## src/rtl/tau_pkg.sv

```systemverilog
package tau_pkg;

    typedef enum logic [1:0] {
        AK_REG    = 2'd0,
        AK_IMM    = 2'd1,
        AK_SIMPLE = 2'd2,
        AK_IND    = 2'd3
    } akind_t;

    function automatic logic is_one_byte(input logic [7:0] op);
        unique case (op)
            8'hC0, 8'hC4, 8'hC8, 8'hF0, 8'hF4, 8'hF8: return 1'b1;
            default: return 1'b0;
        endcase
    endfunction

    function automatic logic is_two_byte(input logic [7:0] op);
        unique case (op)
            8'h90, 8'h94, 8'h98, 8'h9C, 8'hA0, 8'hA4,
            8'hA8, 8'hAC, 8'hB0, 8'hB4, 8'hB8: return 1'b1;
            default: return 1'b0;
        endcase
    endfunction

endpackage

```

## src/rtl/tau_decode.sv

```systemverilog
module tau_decode
    import tau_pkg::*;
(
    input  logic [7:0] b0,
    input  logic [7:0] b1,
    output logic [2:0] len,
    output akind_t     kind,
    output logic       legacy,
    output logic       err,
    output logic [3:0] r1,
    output logic [3:0] r2
);

    logic fb, fp, fe;

    assign fb = b1[6];
    assign fp = b1[5];
    assign fe = b1[4];
    assign r1 = b1[7:4];
    assign r2 = b1[3:0];

    always_comb begin
        len    = 3'd0;
        kind   = AK_REG;
        legacy = 1'b0;
        err    = 1'b0;
        if (is_one_byte(b0)) begin
            len = 3'd1;
        end else if (is_two_byte(b0)) begin
            len = 3'd2;
        end else begin
            unique case (b0[1:0])
                2'b00: begin
                    kind   = AK_SIMPLE;
                    legacy = 1'b1;
                end
                2'b01: kind = AK_IMM;
                2'b10: kind = AK_IND;
                2'b11: kind = AK_SIMPLE;
            endcase
            if (legacy) begin
                len = 3'd3;
            end else begin
                len = fe ? 3'd4 : 3'd3;
                err = fe ? (fb | fp) : (fb & fp);
            end
        end
    end

endmodule

```

## src/rtl/tau_ea.sv

```systemverilog
module tau_ea #(
    parameter int AW    = 20,
    parameter int DW    = 12,
    parameter int LEG_W = 15
) (
    input  logic [7:0]    b1,
    input  logic [7:0]    b2,
    input  logic [7:0]    b3,
    input  logic          legacy,
    input  logic [AW-1:0] pc,
    input  logic [AW-1:0] base,
    input  logic [AW-1:0] index,
    output logic [AW-1:0] ta
);

    logic             fx, fb, fp, fe;
    logic [DW-1:0]    disp;
    logic [LEG_W-1:0] leg;
    logic [AW-1:0]    ext_field;
    logic [AW-1:0]    disp_u;
    logic [AW-1:0]    disp_s;
    logic [AW-1:0]    raw;

    assign fx        = b1[7];
    assign fb        = b1[6];
    assign fp        = b1[5];
    assign fe        = b1[4];
    assign disp      = {b1[3:0], b2};
    assign leg       = {b1[6:0], b2};
    assign ext_field = {b1[3:0], b2, b3};
    assign disp_u    = {{(AW-DW){1'b0}}, disp};
    assign disp_s    = {{(AW-DW){disp[DW-1]}}, disp};

    always_comb begin
        if (legacy)
            raw = {{(AW-LEG_W){1'b0}}, leg};
        else if (fe)
            raw = ext_field;
        else if (fb && !fp)
            raw = base + disp_u;
        else if (fp && !fb)
            raw = pc + disp_s;
        else
            raw = disp_u;
        ta = raw + (fx ? index : '0);
    end

endmodule

```

## src/rtl/tau_ctrl.sv

```systemverilog
module tau_ctrl
    import tau_pkg::*;
#(
    parameter int AW = 20,
    parameter int WW = 24
) (
    input  logic          clk,
    input  logic          rst_n,
    input  logic          start,
    input  logic [2:0]    len_d,
    input  akind_t        kind_d,
    input  logic          err_d,
    input  logic [AW-1:0] ta_d,
    input  logic [3:0]    r1_d,
    input  logic [3:0]    r2_d,
    input  logic          mem_vld,
    input  logic [WW-1:0] mem_data,
    output logic          busy,
    output logic          done,
    output logic [2:0]    len_q,
    output akind_t        kind_q,
    output logic          err_q,
    output logic [AW-1:0] tgt_q,
    output logic [3:0]    r1_q,
    output logic [3:0]    r2_q,
    output logic          mem_req,
    output logic [AW-1:0] mem_addr
);

    typedef enum logic {ST_IDLE, ST_FETCH} state_t;

    state_t state, nxt;
    logic   go_ind;
    logic   unused_hi;

    assign go_ind    = (kind_d == AK_IND) && !err_d;
    assign unused_hi = ^mem_data[WW-1:AW];
    assign busy      = (state == ST_FETCH);

    always_comb begin
        nxt = state;
        unique case (state)
            ST_IDLE:  if (start && go_ind) nxt = ST_FETCH;
            ST_FETCH: if (mem_vld) nxt = ST_IDLE;
        endcase
    end

    always_ff @(posedge clk or negedge rst_n) begin
        if (!rst_n) state <= ST_IDLE;
        else        state <= nxt;
    end

    always_ff @(posedge clk or negedge rst_n) begin
        if (!rst_n) begin
            done     <= 1'b0;
            len_q    <= '0;
            kind_q   <= AK_REG;
            err_q    <= 1'b0;
            tgt_q    <= '0;
            r1_q     <= '0;
            r2_q     <= '0;
            mem_req  <= 1'b0;
            mem_addr <= '0;
        end else begin
            done <= 1'b0;
            unique case (state)
                ST_IDLE: begin
                    if (start) begin
                        len_q  <= len_d;
                        kind_q <= kind_d;
                        err_q  <= err_d;
                        r1_q   <= r1_d;
                        r2_q   <= r2_d;
                        if (go_ind) begin
                            mem_req  <= 1'b1;
                            mem_addr <= ta_d;
                            tgt_q    <= '0;
                        end else begin
                            done  <= 1'b1;
                            tgt_q <= (err_d || kind_d == AK_REG) ? '0 : ta_d;
                        end
                    end
                end
                ST_FETCH: begin
                    if (mem_vld) begin
                        mem_req <= 1'b0;
                        tgt_q   <= mem_data[AW-1:0];
                        done    <= 1'b1;
                    end
                end
            endcase
        end
    end

    // request and its address hold until a response arrives
    p_req_hold_r11: assert property (@(posedge clk) disable iff (!rst_n)
        mem_req && !mem_vld |=> mem_req && $stable(mem_addr));

    // a response ends the request and reports done
    p_vld_done_r11: assert property (@(posedge clk) disable iff (!rst_n)
        mem_req && mem_vld |=> done && !mem_req);

    // done never overlaps an outstanding request
    p_req_done_excl_r11: assert property (@(posedge clk) disable iff (!rst_n)
        mem_req |-> !done);

    // a start taken in idle produces done or a request next cycle
    p_start_resp_r12: assert property (@(posedge clk) disable iff (!rst_n)
        start && !busy |=> done || mem_req);

    // an illegal flag set never leaves a request outstanding
    p_err_noreq_r10: assert property (@(posedge clk) disable iff (!rst_n)
        done && err_q |-> !mem_req && tgt_q == '0);

endmodule

```

## src/rtl/tgt_addr_unit.sv

```systemverilog
module tgt_addr_unit
    import tau_pkg::*;
#(
    parameter int AW = 20,
    parameter int WW = 24
) (
    input  logic          clk,
    input  logic          rst_n,
    input  logic          start,
    input  logic [7:0]    ins_b0,
    input  logic [7:0]    ins_b1,
    input  logic [7:0]    ins_b2,
    input  logic [7:0]    ins_b3,
    input  logic [AW-1:0] pc_in,
    input  logic [AW-1:0] base_in,
    input  logic [AW-1:0] index_in,
    input  logic          mem_vld,
    input  logic [WW-1:0] mem_rdata,
    output logic          busy,
    output logic          done,
    output logic [2:0]    ins_len,
    output logic [1:0]    akind,
    output logic          bad_flags,
    output logic [AW-1:0] tgt,
    output logic [3:0]    reg1,
    output logic [3:0]    reg2,
    output logic          mem_req,
    output logic [AW-1:0] mem_addr
);

    logic [2:0]    len_d;
    akind_t        kind_d, kind_q;
    logic          legacy_d, err_d;
    logic [3:0]    r1_d, r2_d;
    logic [AW-1:0] ta_d;

    tau_decode u_dec (
        .b0     (ins_b0),
        .b1     (ins_b1),
        .len    (len_d),
        .kind   (kind_d),
        .legacy (legacy_d),
        .err    (err_d),
        .r1     (r1_d),
        .r2     (r2_d)
    );

    tau_ea #(.AW(AW)) u_ea (
        .b1     (ins_b1),
        .b2     (ins_b2),
        .b3     (ins_b3),
        .legacy (legacy_d),
        .pc     (pc_in),
        .base   (base_in),
        .index  (index_in),
        .ta     (ta_d)
    );

    tau_ctrl #(.AW(AW), .WW(WW)) u_ctrl (
        .clk      (clk),
        .rst_n    (rst_n),
        .start    (start),
        .len_d    (len_d),
        .kind_d   (kind_d),
        .err_d    (err_d),
        .ta_d     (ta_d),
        .r1_d     (r1_d),
        .r2_d     (r2_d),
        .mem_vld  (mem_vld),
        .mem_data (mem_rdata),
        .busy     (busy),
        .done     (done),
        .len_q    (ins_len),
        .kind_q   (kind_q),
        .err_q    (bad_flags),
        .tgt_q    (tgt),
        .r1_q     (reg1),
        .r2_q     (reg2),
        .mem_req  (mem_req),
        .mem_addr (mem_addr)
    );

    assign akind = kind_q;

    // a reported length is always 1 to 4 bytes
    p_len_range_r3: assert property (@(posedge clk) disable iff (!rst_n)
        done |-> ins_len >= 3'd1 && ins_len <= 3'd4);

    // register-format lengths report kind 0, memory forms never do
    p_kind_len_r9: assert property (@(posedge clk) disable iff (!rst_n)
        done |-> ((ins_len <= 3'd2) == (akind == 2'd0)));

    // busy implies an outstanding request
    p_busy_req_r12: assert property (@(posedge clk) disable iff (!rst_n)
        busy |-> mem_req);

endmodule

```

## config.mk

```make
export PLATFORM = sky130hd
export DESIGN_NAME = tgt_addr_unit
export DESIGN_NICKNAME = d
export VERILOG_FILES = /design/src/rtl/tau_pkg.sv /design/src/rtl/tau_decode.sv /design/src/rtl/tau_ea.sv /design/src/rtl/tau_ctrl.sv /design/src/rtl/tgt_addr_unit.sv
export SDC_FILE = /design/constraint.sdc
export NUM_CORES = 1
export LEC_CHECK = 0
export CORE_ASPECT_RATIO = 1.4
export CORE_MARGIN = 2
export CORE_UTILIZATION = 43
export DETAILED_ROUTE_END_ITERATION = 10
export GPL_TIMING_DRIVEN = 0
export PLACE_DENSITY = 0.8
export SLEW_MARGIN = 20
export SYNTH_ARGS = -nofsm -noshare
export SYNTH_HDL_FRONTEND = slang
export SYNTH_SLANG_ARGS = --single-unit
```

## constraint.sdc

```tcl
create_clock -name clk -period 1.65 [get_ports clk]
set_input_delay 0.4125 -clock clk [delete_from_list [all_inputs] [get_ports clk]]
set_output_delay 0.4125 -clock clk [all_outputs]
set_load 0.02 [all_outputs]
```

# After elaboration in Yosys (flattened, before gate mapping)
# Index checks and enable logic that the tools add are counted.
[word_totals]
in_bits = 120
regBits = 57
output_inout_bits = 57
wordCells = 97
[op_classes]
n_eq_ne = 24
n_bitwise = 3
muxes = 40
addsub = 3
n_reduce_logical = 17
[ops]
columns = ["cell", "count"]
rows = [
  ["2-to-1 mux 20 bit", 9],
  ["== test 8 bit (second input constant)", 17],
  ["adder 20 bit", 2],
  ["case mux 20 bit (2 select lines)", 1],
  ["adder 20 x 12 -> 20 bit", 1],
  ["2-to-1 mux 1 bit", 20],
  ["2-to-1 mux 3 bit", 4],
  ["OR reduction 11 bit", 1],
  ["== test 2 bit (second input constant)", 3],
  ["case mux 1 bit (2 select lines)", 3],
  ["case mux 2 bit (3 select lines)", 1],
  ["AND reduction 3 bit", 2],
  ["OR reduction 6 bit", 1],
  ["logical AND 1 bit", 4],
  ["zero test 2 bit", 2],
  ["2-to-1 mux 2 bit", 2],
  ["!= test 2 bit (second input constant)", 2],
  ["AND reduction 2 bit", 2],
  ["zero test 1 bit", 3],
  ["== test 2 x 1 -> 1 bit (second input constant)", 1],
  ["!= test 2 x 1 -> 1 bit (second input constant)", 1],
  ["OR reduction 2 bit", 1],
  ["AND 1 bit", 1],
  ["logical OR 1 bit", 1],
  ["2 further kinds", 2],
]

# Logic depth before layout (Yosys ltp)
[logic_depth]
depth_word = 14
ltp_mapped = 24
ltp_nobuf = 24

# By module
# Synthesis repeated with hierarchy kept, for this count alone.
[unflattened]
hier_cells = 694
hier_area_um2 = 5883.1
[by_module_without_submodules]
columns = ["module", "seq_area_each_um2", "n_inst", "area_each_um2", "cells_per_inst"]
rows = [
  ["tau_ea", 0.0, 1, 3333.2, 482],
  ["tau_ctrl", 1426.4, 1, 2321.0, 177],
  ["tau_decode", 0.0, 1, 229.0, 35],
]

# Worst setup path before layout
# OpenSTA, ideal clock, no wires.
[synth_timing]
kind = "input-to-reg"
from = "in ins_b2[0]"
to = "reg u_ctrl.tgt_q[19]"
arrival_time_ns = 4.165
cell_stages = 24
path_slack_ns = -2.644
setup_time_ns = 0.129
required_time_ns = 1.521
path_buffers = 0
path_cell_list = "ha_1 inv_1 fa_1 nor2b_1 o21a_1 o21ai_0 a21oi_1 a21oi_1 xor2_1 o21ai_0 a22o_1 a21oi_1 o31ai_1 ha_1 a21oi_1 nor2b_1 a41oi_2 o31ai_2 nor4_2 o311ai_2 xor2_1 xnor2_1 a22oi_1 o21ai_1"
[synth_via]
elab_chain_len = 10
word_cells_on_any_way = 11
cone_classes = "3 x add/sub; 8 x mux"
[synth_lines]
columns = ["item", "line_no", "rtl"]
rows = [
  ["start, declared", "tgt_addr_unit.sv:12", "input logic [7:0] ins_b2,"],
  ["adder 20 bit", "tau_ea.sv:42", "raw = pc + disp_s;"],
  ["2-to-1 mux 20 bit", "tau_ea.sv:41", "else if (fp && !fb)"],
  ["2-to-1 mux 20 bit", "tau_ea.sv:39", "else if (fb && !fp)"],
  ["2-to-1 mux 20 bit", "tau_ea.sv:37", "else if (fe)"],
  ["2-to-1 mux 20 bit (*)", "tau_ea.sv:35", "if (legacy)"],
  ["adder 20 bit (*)", "tau_ea.sv:45", "ta = raw + (fx ? index : '0);"],
  ["2-to-1 mux 20 bit (*)", "tau_ctrl.sv:80", "tgt_q <= (err_d || kind_d == AK_REG) ? '0 : ta_d;"],
  ["2-to-1 mux 20 bit (*)", "tau_ctrl.sv:74", "if (go_ind) begin"],
  ["2-to-1 mux 20 bit (*)", "tau_ctrl.sv:68", "if (start) begin"],
  ["case mux 20 bit (2 select lines) (*)", "tau_ctrl.sv:66", "unique case (state)"],
  ["end signal, assigned", "tau_ctrl.sv:80", ""],
  ["end signal, assigned", "tau_ctrl.sv:87", "tgt_q <= mem_data[AW-1:0];"],
  ["end, declared", "tau_ctrl.sv:23", "output logic [AW-1:0] tgt_q,"],
]
# Mark *: on every way between the ends. The rest lies on a longest branch, timed or not. The select of a mux whose other input is x is not followed.
# A chain may end at the register's enable or synchronous reset.

# Worst setup path in the final report
# Same ends and word-level chain as after synthesis.

==> impl_metrics.env <==
export IMPL_core_region_area_um2=12800
export IMPL_setup_viol=42
export IMPL_antenna_diode_count=0
export IMPL_synth_fp_nets=908
export IMPL_slowest_stage="ha_2"
export IMPL_p_leak_nw=4.33
export IMPL_antenna_found_initial=0
export IMPL_worstHoldPathType="input pin to asynchronous set/reset pin"
export IMPL_clk_latency_ns=0.33
export IMPL_fillers=797
export IMPL_cts_sinks=57
export IMPL_root_buffer="clkbuf_16"
export IMPL_drv_slew=0
export IMPL_wl_um=24200
export IMPL_drive_above_1_share_pct=33.0
export IMPL_vias_per_cell=6.09
export IMPL_layout_setup_ws_ns=-2.59
export IMPL_clockBufferDepth=2
export IMPL_critPathLaunch="ins_b2[0]"
export IMPL_grt_setup_unrepaired="true"
export IMPL_syn_area_per_cell_um2=7.68
export IMPL_required_ns=1.91
export IMPL_vias=7055
export IMPL_htree_levels=3
export IMPL_worst_slew_pin_slew_ns=0.723
export IMPL_synthDistinctLibCells=60
export IMPL_nNetsFinal=1177
export IMPL_power_density_nw_per_um2=900
export IMPL_grt_pass1_wl_um=33800
export IMPL_arrival_ns=4.50
export IMPL_area_delta_synth_final_pct=74.7
export IMPL_timing_rr_start="u_ctrl.busy"
export IMPL_critPathCaptureType="flip-flop"
export IMPL_fp_dieH_um=139
export IMPL_status="complete, but fails checks"
export IMPL_initial_core_util_pct=43.9
export IMPL_slew_headroom_pct=51.8
export IMPL_cts_made_buffers=9
export IMPL_dieArea_um2=14000
export IMPL_ctsHoldBuffers=0
export IMPL_synth_warnings=0
export IMPL_period_share_pct=257
export IMPL_clk_pin_slew_ns=0.06
export IMPL_setup_tns_ns=-73.42
export IMPL_syn_area_um2=5630
export IMPL_final_cell_mix="nand2_1, clkdlybuf4s50_1, dlygate4sd2_1"
export IMPL_gp_congestion=0.885
export IMPL_floorplan_rows=49
export IMPL_synth_ff_type="dfrtp_1"
export IMPL_start_kind="input pin"
export IMPL_ir_drop_mv=0.511
export IMPL_first_global_vias=6851
export IMPL_finalClockSkew_ns=0.00677
export IMPL_synth_enable_flop_cells=0
export IMPL_async_flop_share_pct=100
export IMPL_drc_errors=0
export IMPL_drtIter0Drc=409
export IMPL_violations="setup timing"
export IMPL_path_max_fanout=3
export IMPL_cts_tree="done"
export IMPL_dieWidth_um=101
export IMPL_syn_inst=733
export IMPL_fmax_ghz=0.236
export IMPL_max_stage_delay_ns=0.30
export IMPL_max_cap_violations=0
export IMPL_gr_total_overflow=0
export IMPL_hold_viol_final=0
export IMPL_io_pins=177
export IMPL_drtAntennaViolNets=0
export IMPL_first_pass_iters=5
export IMPL_total_power_w=0.00886
export IMPL_port_buffers=172
export IMPL_wire_per_inst_um=20.9
export IMPL_hpwl_um=14700
export IMPL_ys_seq_area_share_pct=25.3
export IMPL_grt_max_degree=58
export IMPL_grtUsageTotal_pct=30.2
export IMPL_finalCriticalPeriod_ns=4.24
export IMPL_synth_seq_cells=57
export IMPL_path_class="input pin to flip-flop"
export IMPL_final_common_cell="nand2_1"
registers in the layout (all words and copies together) (netlist names):
register / flops
u_ctrl.mem_addr: 20
u_ctrl.tgt_q: 20
u_ctrl.r1_q: 4
u_ctrl.r2_q: 4
u_ctrl.len_q: 3
u_ctrl.kind_q: 2
u_ctrl.busy: 1
u_ctrl.done: 1
u_ctrl.err_q: 1
u_ctrl.mem_req: 1
metal layers:
| metal | up-vias | share of wire (%) | global-route usage, % |
|---|---|---|---|
| met5 | - | 0 | 0 |
| met4 | 0 | 8.0 | 19.5 |
| met3 | 163 | 6.5 | 4.47 |
| met2 | 428 | 50 | 52.9 |
| met1 | 3294 | 35 | 33.3 |
| li1 | 3170 | - | - |
area by class of cell:
type	count	area [µm²]	area share (%)
tap	153	191	1.95
timing repair buffer	258	2390	24.3
sequential	57	1430	14.5
buffer	32	235	2.39
clock buffer	12	246	2.51
inverter	24	93.8	0.954
multi-input combinational	620	5190	52.7
clock inverter	3	65.1	0.661
power breakdown:
part,total [W],switching [W],internal (W)
registers,0.00204,0.000230,0.00181
clock network,0.00199,0.000640,0.00135
logic,0.00483,0.00264,0.00218
total,0.00886,0.00351,0.00535
per-stage QoR:
stage | worst slack, ns | cells | hold slack, ns | util, % | instance area, µm²
final | -2.59 | 1159 | 0.136 | 76.8 | 9840
after global routing | -2.81 | 1159 | 0.197 | 76.8 | 9840
after detailed placement | -3.70 | 1058 | 0.459 | 60.9 | 7810
after global placement | -3.62 | 1058 | 0.457 | 60.9 | 7810
after floorplan | -2.41 | 733 | 0.117 | - | 5900
after CTS | -2.45 | 1149 | 0.168 | 73.1 | 9370
cells by family (layout without fill, tap and decap cells):
kind of cell             after synthesis  after routing  synth area share [%]
AO/OA/AOI/OAI                        234            234                  26.6
XOR/XNOR                              50             50                  7.78
adder cells (fa/ha/maj)               55             55                  12.6
buffers and inverters                 56            329                  3.78
flip-flops                            57             57                  25.3
multiplexers                           6              6                  1.09
AND/OR/NAND/NOR                      275            275                  22.8
what timing repair did:
item                       in CTS  in global routing
setup endpoints to repair     103                 51
cloned                          2                  0
pin swaps                     132                 68
resized for setup             358                 87
buffers inserted               74                 12
cell usage after synthesis, types with 9 or more instances:
cell type	n	area share [%]
nand3_1	12	1.1
inv_1	24	1.6
dfrtp_1	57	25
a211oi_1	18	2.4
nor2b_1	15	1.7
xor2_1	17	2.6
a22oi_1	19	2.5
ha_1	52	12
nor2_1	36	2.4
clkbuf_1	29	1.9
a21oi_1	57	5.1
o21ai_0	68	6.0
and2_1	23	2.6
a21o_1	9	1.2
nand2_1	143	9.5
nor3_1	9	0.80
xnor2_1	33	5.1
worst paths after layout:
path | to | slack, ns | cells past startpoint
worst max-delay path | u_ctrl.tgt_q[19] | -2.59 | 25
worst min-delay path | u_ctrl.len_q[0] | 0.14 | 1
worst max register to register | u_ctrl.mem_addr[5] | -0.37 | 6
worst min register to register | u_ctrl.mem_addr[6] | 0.47 | 2
max in group asynchronous | u_ctrl.busy | 1.01 | 1
min in group clk | u_ctrl.mem_addr[6] | 0.47 | 2
worst max-delay path: cells and delay by family:
kind                       cells  cell delay [ns]
AOI/OAI and AO/OA             14             2.28
xor gates and xnor gates       3             0.59
adders and majority gates      3             0.66
buffers and inverters          2             0.16
muxes                          1             0.12
and+or+nand+nor                2             0.25
Note: power is estimated with default switching activity, not from simulation.
